==> config.mk <==
export PLATFORM = sky130hd
export DESIGN_NAME = kick_frac_div
export DESIGN_NICKNAME = d
export VERILOG_FILES = /design/src/rtl/kick_frac_div.sv
export SDC_FILE = /design/constraint.sdc
export NUM_CORES = 1
export LEC_CHECK = 0
export ABC_AREA = 1
export BUFFER_PORTS_ARGS = -buffer_cell sky130_fd_sc_hd__buf_4
export CAP_MARGIN = 20
export CORE_MARGIN = 8
export CORE_UTILIZATION = 35
export CTS_BUF_LIST = sky130_fd_sc_hd__clkbuf_8
export CTS_CLUSTER_DIAMETER = 50
export DETAILED_ROUTE_END_ITERATION = 12
export HOLD_SLACK_MARGIN = 0.05
export PLACE_DENSITY = 0.73
export SYNTH_ARGS = -nofsm -noshare
export SYNTH_HDL_FRONTEND = slang
export SYNTH_SLANG_ARGS = --single-unit
==> constraint.sdc <==
create_clock -name clk -period 1.75 [get_ports clk]
set_input_delay 0.175 -clock clk [delete_from_list [all_inputs] [get_ports clk]]
set_output_delay 0.175 -clock clk [all_outputs]
set_load 0.05 [all_outputs]
==> src/rtl/kick_frac_div.sv <==
module kick_frac_div #(
  parameter int ADDR_W = 4,
  parameter int FIELD_LSB = 8,
  parameter logic [ADDR_W-1:0] RATIO_ADDR = 4'h0,
  parameter logic [ADDR_W-1:0] KICK_ADDR = 4'h4
) (
  input  logic              clk,
  input  logic              rst_n,
  input  logic              bus_wr,
  input  logic [ADDR_W-1:0] bus_addr,
  input  logic [31:0]       bus_wdata,
  output logic              clk_en,
  output logic              kick_busy,
  output logic [5:0]        mult_o
);
  localparam int FW = 5;
  localparam int PW = FW + 1;
  localparam int KICK_BIT = 31;
  localparam logic [PW-1:0] FULL = PW'(32);

  logic [FW-1:0] staged_q, phase_q, acc_q;
  logic [PW-1:0] mult_q, sum;
  logic          kick_q, apply_q;

  wire wr_ratio = bus_wr && (bus_addr == RATIO_ADDR);
  wire wr_kick  = bus_wr && (bus_addr == KICK_ADDR) && bus_wdata[KICK_BIT];
  wire boundary = &phase_q;
  wire take     = kick_q && !apply_q && boundary;

  assign sum       = {1'b0, acc_q} + mult_q;
  assign clk_en    = sum[PW-1];
  assign kick_busy = kick_q;
  assign mult_o    = mult_q;

  always_ff @(posedge clk) begin
    if (!rst_n) begin
      staged_q <= '0;
      phase_q  <= '0;
      acc_q    <= '0;
      mult_q   <= FULL;
      kick_q   <= 1'b0;
      apply_q  <= 1'b0;
    end else begin
      phase_q <= phase_q + 1'b1;
      acc_q   <= sum[FW-1:0];
      apply_q <= take;
      if (wr_ratio && !kick_q) staged_q <= bus_wdata[FIELD_LSB +: FW];
      if (take) mult_q <= FULL - {1'b0, staged_q};
      if (apply_q) kick_q <= 1'b0;
      else if (wr_kick) kick_q <= 1'b1;
    end
  end

  p_mult_range_r2: assert property (@(posedge clk) disable iff (!rst_n)
    (mult_q != '0) && (mult_q <= FULL));

  p_full_rate_r3: assert property (@(posedge clk) disable iff (!rst_n)
    (mult_q == FULL) |-> clk_en);

  p_idle_hold_r4: assert property (@(posedge clk) disable iff (!rst_n)
    !kick_q |=> $stable(mult_q));

  p_boundary_r6: assert property (@(posedge clk) disable iff (!rst_n)
    !$stable(mult_q) |-> (phase_q == '0));

  p_kick_fall_r6: assert property (@(posedge clk) disable iff (!rst_n)
    $fell(kick_q) |-> (phase_q == FW'(1)));

  p_busy_ignore_r7: assert property (@(posedge clk) disable iff (!rst_n)
    (kick_q && wr_ratio) |=> $stable(staged_q));
endmodule

==> key figures, run 1 <==
Floorplan
  • DIE AREA: 5137 um2
  • Die Y: 71.67 um
  • Row cnt: 20
  • Initial Util: 0.3612
  • Core area: 3003 um2
  • Width of the die: 71.67 um
  • Top-Level Pins: 47

STA
  • Fin. max-slew vios: 0
  • RSZ-0062 raised after global routing: false
  • Final worst-path cycle share: 0.9289
  • Hold Vio Cnt, Final: 0
  • Slew HR: 0.8456
  • Setup violators final: 0
  • Setup Skew: 3.565 ps
  • Setup TNS: 0 ps
  • Fmax: 615.2 MHz
  • Post-route minimum period: 1625 ps
  • Slew @ Worst Pin: 231.1 ps

Placed design
  • Half-perimeter wire length after placement: 1.562 mm
  • Port Buf Inserts: 20
  • GP Congestion: 0.7365

Clock tree
  • Worst skew pair latency: 260 ps
  • # hold bufs at CTS: 0
  • TritonCTS clock tree: yes
  • CTS root buffer: clkbuf_8
  • H-tree lvl count: 1
  • Clock-pin slew on the worst setup and hold paths: 80 ps
  • Post-CTS setup buffer count: 0
  • CTS resizes: 0
  • Clock buffer depth: 2
  • Clk sinks: 23
  • CTS Buf Count: 3

Global routing
  • Overflow after GRT: 0
  • All-Layer GR Usage: 0.08333
  • Grt met3 use: 0.02232
  • Largest net degree at the start of global routing: 17
  • Global-route wire length before repair: 3.422 mm
  • Number of global-route vias before repair: 819
  • Initial antenna violation count: 0
  • M2 GR Usage: 0.1356
  • GRT met1 Usage: 0.09423
  • GRT Max-Usage Layer: met2

Routing
  • Final ANT Viol Nets: 0
  • Vias/cell: 4.458
  • 1st-iter DRT viols: 16
  • Total number of vias: 905
  • Routed wire per std cell: 10.11 um
  • Drc violations: 0
  • Drt first pass iters: 4
  • Post-Route WL: 2.052 mm

Logic synthesis
  • Top FF cell, synth: dfxtp_1
  • Commonest cells in the netlist: nand2_1 (32), nor2_1 (28), dfxtp_1 (23), inv_1 (19), nand3_1 (10)
  • Synth area leader: dfxtp_1
  • Mapped cell area: 1085 um2
  • Post-synthesis sequential area ratio: 0.4245
  • Syn nets: 195
  • EDFF count, synth: 0
  • Asr flop ratio synth: 0
  • Mean post-synth cell area: 7.380 um2
  • Unique cell type count in the Yosys netlist: 20
  • Post-synth top area share: 0.4245
  • Yosys reg bits: 23
  • Most frequent cell after synthesis: nand2_1
  • Synth warnings: 0
  • Post-synthesis cell count: 147
  • Area contributors post-synth: dfxtp_1 (42%), nand2_1 (11%), nor2_1 (9.7%)

Finish
  • Final #Nets: 219
  • Utilization after layout: 0.4533
  • Syn-to-layout area delta: 25.49%
  • Filler cells: 312
  • Layout cells sized above 1: 0.2294
  • # diodes: 0

Critical path
  • Critical path arrival: 1450 ps
  • Crit Path Class: register to output pin
  • Startpoint Class: register
  • Critical path peak fanout: 3
  • WP data required: 1570 ps
  • Setup crit end kind: output pin

Outcome
  • Status: finished, final reports clean

Job
  • Max-cap violation count: 0

Min path
  • Min-delay worst type: input port to register

Power
  • Cell leakage power: 0.7014 nW
  • PwrDens: 680.6 nW/um2
  • Peak VDD IR: 0.4638 mV
[kinds of logic after synthesis]
family / after synthesis / share of synthesized area
simple gates: 78 / 0.3080
flops: 23 / 0.4245
buf+inv: 22 / 0.07728
compound gates: 13 / 0.06343
fa+ha+maj: 9 / 0.1107
xor+xnor: 2 / 0.01615
[per-layer routing]
metal / share of wire / vias to the layer above / wire length (um)
met5: 0 / - / 0
met4: 0.030 / 0 / 61
met2: 0.46 / 19 / 948
met3: 0.037 / 6 / 76
met1: 0.47 / 376 / 966
li1: - / 504 / -
[state kept, by name, summed over array words and instances (netlist names)]
signal and count:
kick_busy 1, phase_q 5, apply_q 1, staged_q 5, mult_o 6, acc_q 5
[metrics by stage]
step | hold WS (ps) | std cells | worst slack, ps | instance area, um2 | total power [W]
2_1_floorplan | 295.4 | 147 | 30.31 | 1090 | 0.0005816
3_3_place_gp | 395.8 | 199 | 233.2 | 1276 | 0.0006097
3_5_place_dp | 404.0 | 199 | 216.2 | 1276 | 0.0006119
4_1_cts | 124.6 | 203 | 38.61 | 1325 | 0.0009418
5_1_grt | 116.6 | 203 | 15.74 | 1361 | 0.0009774
6_report | 129.5 | 203 | 124.5 | 1361 | 0.0009265
[worst max-delay path, stage by stage (launching register included)]
cell and delay, ps:
dfxtp_4 370, ha_4 270, inv_1 40, nand2_2 70, nand3_1 90, nand2_1 70
nand2_1 50, nand2_1 60, buf_6 150
[placed cells by master, fill, tap and decap left out]
cell / instances
nand2_1: 30
nor2_1: 28
inv_1: 19
dfxtp_1: 19
buf_4: 19
nand3_1: 10
a21oi_1: 8
ha_1: 6
nand2_2: 3
o21ai_0: 3
nand4_1: 3
clkbuf_8: 3
dfxtp_2: 3
inv_2: 2
xnor2_1: 2
ha_4: 2
nor2_2: 1
nand3_2: 1
nor2_4: 1
o21ai_1: 1
or2_1: 1
a21oi_2: 1
fa_1: 1
clkinvlp_4: 1
dfxtp_4: 1
buf_6: 1
[final cells by class]
type                    instances  area [um2]  share of cell area
repair buffers                 20       153.9              0.1131
multi-input cells             102       570.5              0.4191
clock buffers                   3       41.29             0.03033
inverters                      21       78.83             0.05790
clock inverters                 1       7.507            0.005515
well taps                      33       41.29             0.03033
flip-flops and latches         23       467.9              0.3437
[final timing paths]
kind / start / endpoint / slack, ps / depth (start not counted)
setup / recovery: mult_o[2] / clk_en / 120 / 8
hold / removal: bus_wdata[9] / staged_q[1] / 130 / 3
setup reg to reg: phase_q[0] / mult_o[5] / 220 / 9
hold reg to reg: phase_q[0] / phase_q[0] / 460 / 1
[power by group]
group	total, W	internal [W]	switching (W)
clock network	0.000329	0.000161	0.000169
registers	0.000535	0.000530	0.00000524
logic	0.0000622	0.0000308	0.0000315
total	0.000927	0.000721	0.000205
Power figures use the tool's default switching activity.
==> inputs of run 2 (changes only) <==
--- a/config.mk
+++ b/config.mk
@@ -5,9 +5,9 @@
 export SDC_FILE = /design/constraint.sdc
 export NUM_CORES = 1
 export LEC_CHECK = 0
-export ABC_AREA = 1
 export BUFFER_PORTS_ARGS = -buffer_cell sky130_fd_sc_hd__buf_4
 export CAP_MARGIN = 20
+export CORE_ASPECT_RATIO = 1.25
 export CORE_MARGIN = 8
 export CORE_UTILIZATION = 35
 export CTS_BUF_LIST = sky130_fd_sc_hd__clkbuf_8
==> run 2 against run 1 <==
- the run now ends with setup timing left
- register-to-register slack lost 110 ps
- sequential share of layout area down 1.9 points
- maximum frequency fell by 10%
- die area rose by 1.4%
- worst setup slack worse by 190 ps
- global-route usage grew 1.7 points
==> key figures, run 2 <==
Outcome
  • Status: finished, violations left
  • Failing checks: setup timing

STA
  • Hold slack final: 162.5 ps
  • Hold Vio Cnt, Final: 0
  • Setup violators final: 1
  • Post-route minimum period: 1813 ps
  • Fmax: 551.5 MHz
  • Slew @ Worst Pin: 346.4 ps
  • RSZ-0062 raised after global routing: true
  • Final Worst Setup Slack: -63.34 ps
  • Setup Skew: 5.922 ps
  • Slew HR: 0.7681
  • Final worst-path cycle share: 1.036
  • Fin. max-slew vios: 0

Critical path
  • Critical path arrival: 1640 ps
  • Number of cells on the critical path: 5
  • Startpoint Class: register
  • CP top delay family: simple AND/OR/NAND/NOR gates
  • CP max stage delay: 390 ps
  • Setup crit end kind: output pin
  • Crit-path slowest cell: or3b_4
  • Critical path peak fanout: 2
  • Crit Path Class: register to output pin
  • Worst path bufs/invs: 1
  • R2R cell count: 5
  • CP cell instances: ha_4 -> nor2b_4 -> or3b_4 -> nand3_4 -> buf_8
  • WP data required: 1570 ps

Finish
  • Utilization after layout: 0.4853
  • Max FFs per register: 6
  • Most common cell after layout, fill and taps aside: buf_4
  • Finished Layout Cells: 176
  • Syn-to-layout area delta: 31.02%
  • Most frequent cells in the layout: buf_4 (23), dfxtp_1 (18), nand3_1 (9)
  • # diodes: 0
  • Final #Nets: 189
  • Layout cells sized above 1: 0.3214
  • Filler cells: 286

Min path
  • Min-delay worst type: input port to register
  • Worst Hold Path Cells: 3

Clock tree
  • Worst skew pair latency: 270 ps
  • Clock-pin slew on the worst setup and hold paths: 80 ps
  • Clock buffer depth: 2
  • CTS Buf Count: 3
  • Clk sinks: 23
  • CTS root buffer: clkbuf_8
  • H-tree lvl count: 1
  • TritonCTS clock tree: yes
  • # hold bufs at CTS: 0

Routing
  • Vias/cell: 5.068
  • Drc violations: 0
  • Post-Route WL: 2.343 mm
  • Drt first pass iters: 2
  • Routed wire per std cell: 13.31 um
  • Total number of vias: 892
  • 1st-iter DRT viols: 20
  • Final ANT Viol Nets: 0

Logic synthesis
  • Synth warnings: 0
  • Post-synthesis simple-gate area fraction: 0.2398
  • Post-synthesis cell count: 115
  • Largest family of logic cells by synthesized area: simple AND/OR/NAND/NOR gates
  • Most frequent cell after synthesis: dfxtp_1
  • Top FF cell, synth: dfxtp_1
  • Unique cell type count in the Yosys netlist: 33
  • Asr flop ratio synth: 0
  • Post-synth top area share: 0.4182
  • Post-synthesis sequential area ratio: 0.4182
  • Synth area leader: dfxtp_1
  • Adder-cell share of the synthesized area: 0.1091
  • Area contributors post-synth: dfxtp_1 (42%), ha_1 (9.1%), nand3_1 (4.5%)
  • Commonest cells in the netlist: dfxtp_1 (23), nand3_1 (10), ha_1 (8), nand2_1 (8), and2_1 (7)
  • EDFF count, synth: 0
  • Mapped cell area: 1101 um2
  • Mean post-synth cell area: 9.574 um2
  • Syn nets: 163
  • Yosys reg bits: 23
  • Synth Area in XOR/XNOR: 0.04773
  • Post-synthesis mux area share: 0.009091
  • Post-synthesis compound-gate area fraction: 0.1523

Floorplan
  • Width of the die: 66.17 um
  • Core area: 2973 um2
  • Top-Level Pins: 47
  • Row cnt: 22
  • Initial Util: 0.3704
  • DIE AREA: 5208 um2
  • Die Y: 78.71 um

Power
  • Logic gate share of total power: 0.067
  • PwrDens: 641.6 nW/um2
  • Sequential power share: 0.578
  • Peak VDD IR: 0.4505 mV
  • Clock power share: 0.355
  • Pint: 0.0007223 W
  • Sw Ratio: 0.2196
  • Cell leakage power: 0.6245 nW
  • Psw: 0.0002032 W

Placed design
  • Port Buf Inserts: 20
  • GP Congestion: 0.6906
  • Placed instance count: 171
  • Dpl ws: 32.79 ps
  • Half-perimeter wire length after placement: 1.818 mm

Global routing
  • Largest net degree at the start of global routing: 25
  • Number of global-route vias before repair: 1009
  • All-Layer GR Usage: 0.1001
  • Global-route wire length before repair: 4.271 mm
  • Initial antenna violation count: 0
  • Overflow after GRT: 0

Job
  • Max-cap violation count: 0
[run 2: changes by cell type after synthesis, sizes merged, moves of 7 or more]
| cell | before | now |
|---|---|---|
| a21boi | 0 | 8 |
| a21oi | 9 | 1 |
| and2 | 0 | 7 |
| inv | 21 | 4 |
| nand2 | 33 | 8 |
| nor2 | 30 | 3 |
[run 2: worst reg2reg max path: stages, from the launching register on]
cell and delay [ps]:
dfxtp_2 330, ha_1 240, fa_1 420, a21o_1 200
a21oi_1 170, mux2i_1 200
[run 2: routing by layer]
metal	track usage	vias to the layer above	share of wire
met1	0.1132	409	0.45
met3	0.02949	5	0.068
met2	0.1675	24	0.47
li1	-	454	-
met4	0.04497	0	0.016
met5	0	-	0
[run 2: final timing paths]
check / end / slack [ps] / start
worst max-delay path: clk_en / -60 / mult_o[4]
worst min-delay path: staged_q[0] / 160 / bus_wdata[8]
worst max register to register: acc_q[4] / 110 / mult_o[0]
worst min register to register: kick_busy / 440 / apply_q
[run 2: kinds of logic (layout without fill, tap and decap cells)]
family | after synthesis | in the layout
buf+inv | 7 | 32
simple gates | 43 | 43
xor+xnor | 6 | 6
mux | 1 | 1
fa+ha+maj | 9 | 9
compound gates | 26 | 26
flops | 23 | 23
[run 2: layout make-up]
cell class / instances / area [um2] / area share
tap: 36 / 45.04 / 0.03122
inverter: 4 / 15.01 / 0.01041
timing repair buffer: 24 / 187.7 / 0.1301
clock buffer: 3 / 41.29 / 0.02862
clock inverter: 1 / 5.005 / 0.003469
multi-input combinational: 85 / 679.4 / 0.4709
sequential: 23 / 469.2 / 0.3252
[run 2: power by group through the flow]
stage	Clock, W	Sequential, W	Combinational, W
after CTS	0.000342	0.000535	0.0000628
after global routing	0.000357	0.000536	0.0000691
after detailed placement	0	0.000549	0.0000627
final	0.000329	0.000535	0.0000616
after floorplan	0	0.000548	0.0000301
after global placement	0	0.000548	0.0000596
[run 2: stage by stage]
| stage | power (W) | TNS (ps) | cell area, um2 |
|---|---|---|---|
| 2_1_floorplan | 0.0005783 | 0 | 1120 |
| 3_3_place_gp | 0.0006075 | 0 | 1326 |
| 3_5_place_dp | 0.0006115 | 0 | 1326 |
| 4_1_cts | 0.0009400 | -70.82 | 1440 |
| 5_1_grt | 0.0009619 | -115.9 | 1443 |
| 6_report | 0.0009256 | -63.34 | 1443 |
[run 2: timing repair]
action	in CTS	in global routing
resized for setup	13	1
pin swaps	0	0
setup endpoints to repair	1	1
setup buffers	1	0
hold endpoints to repair	0	0
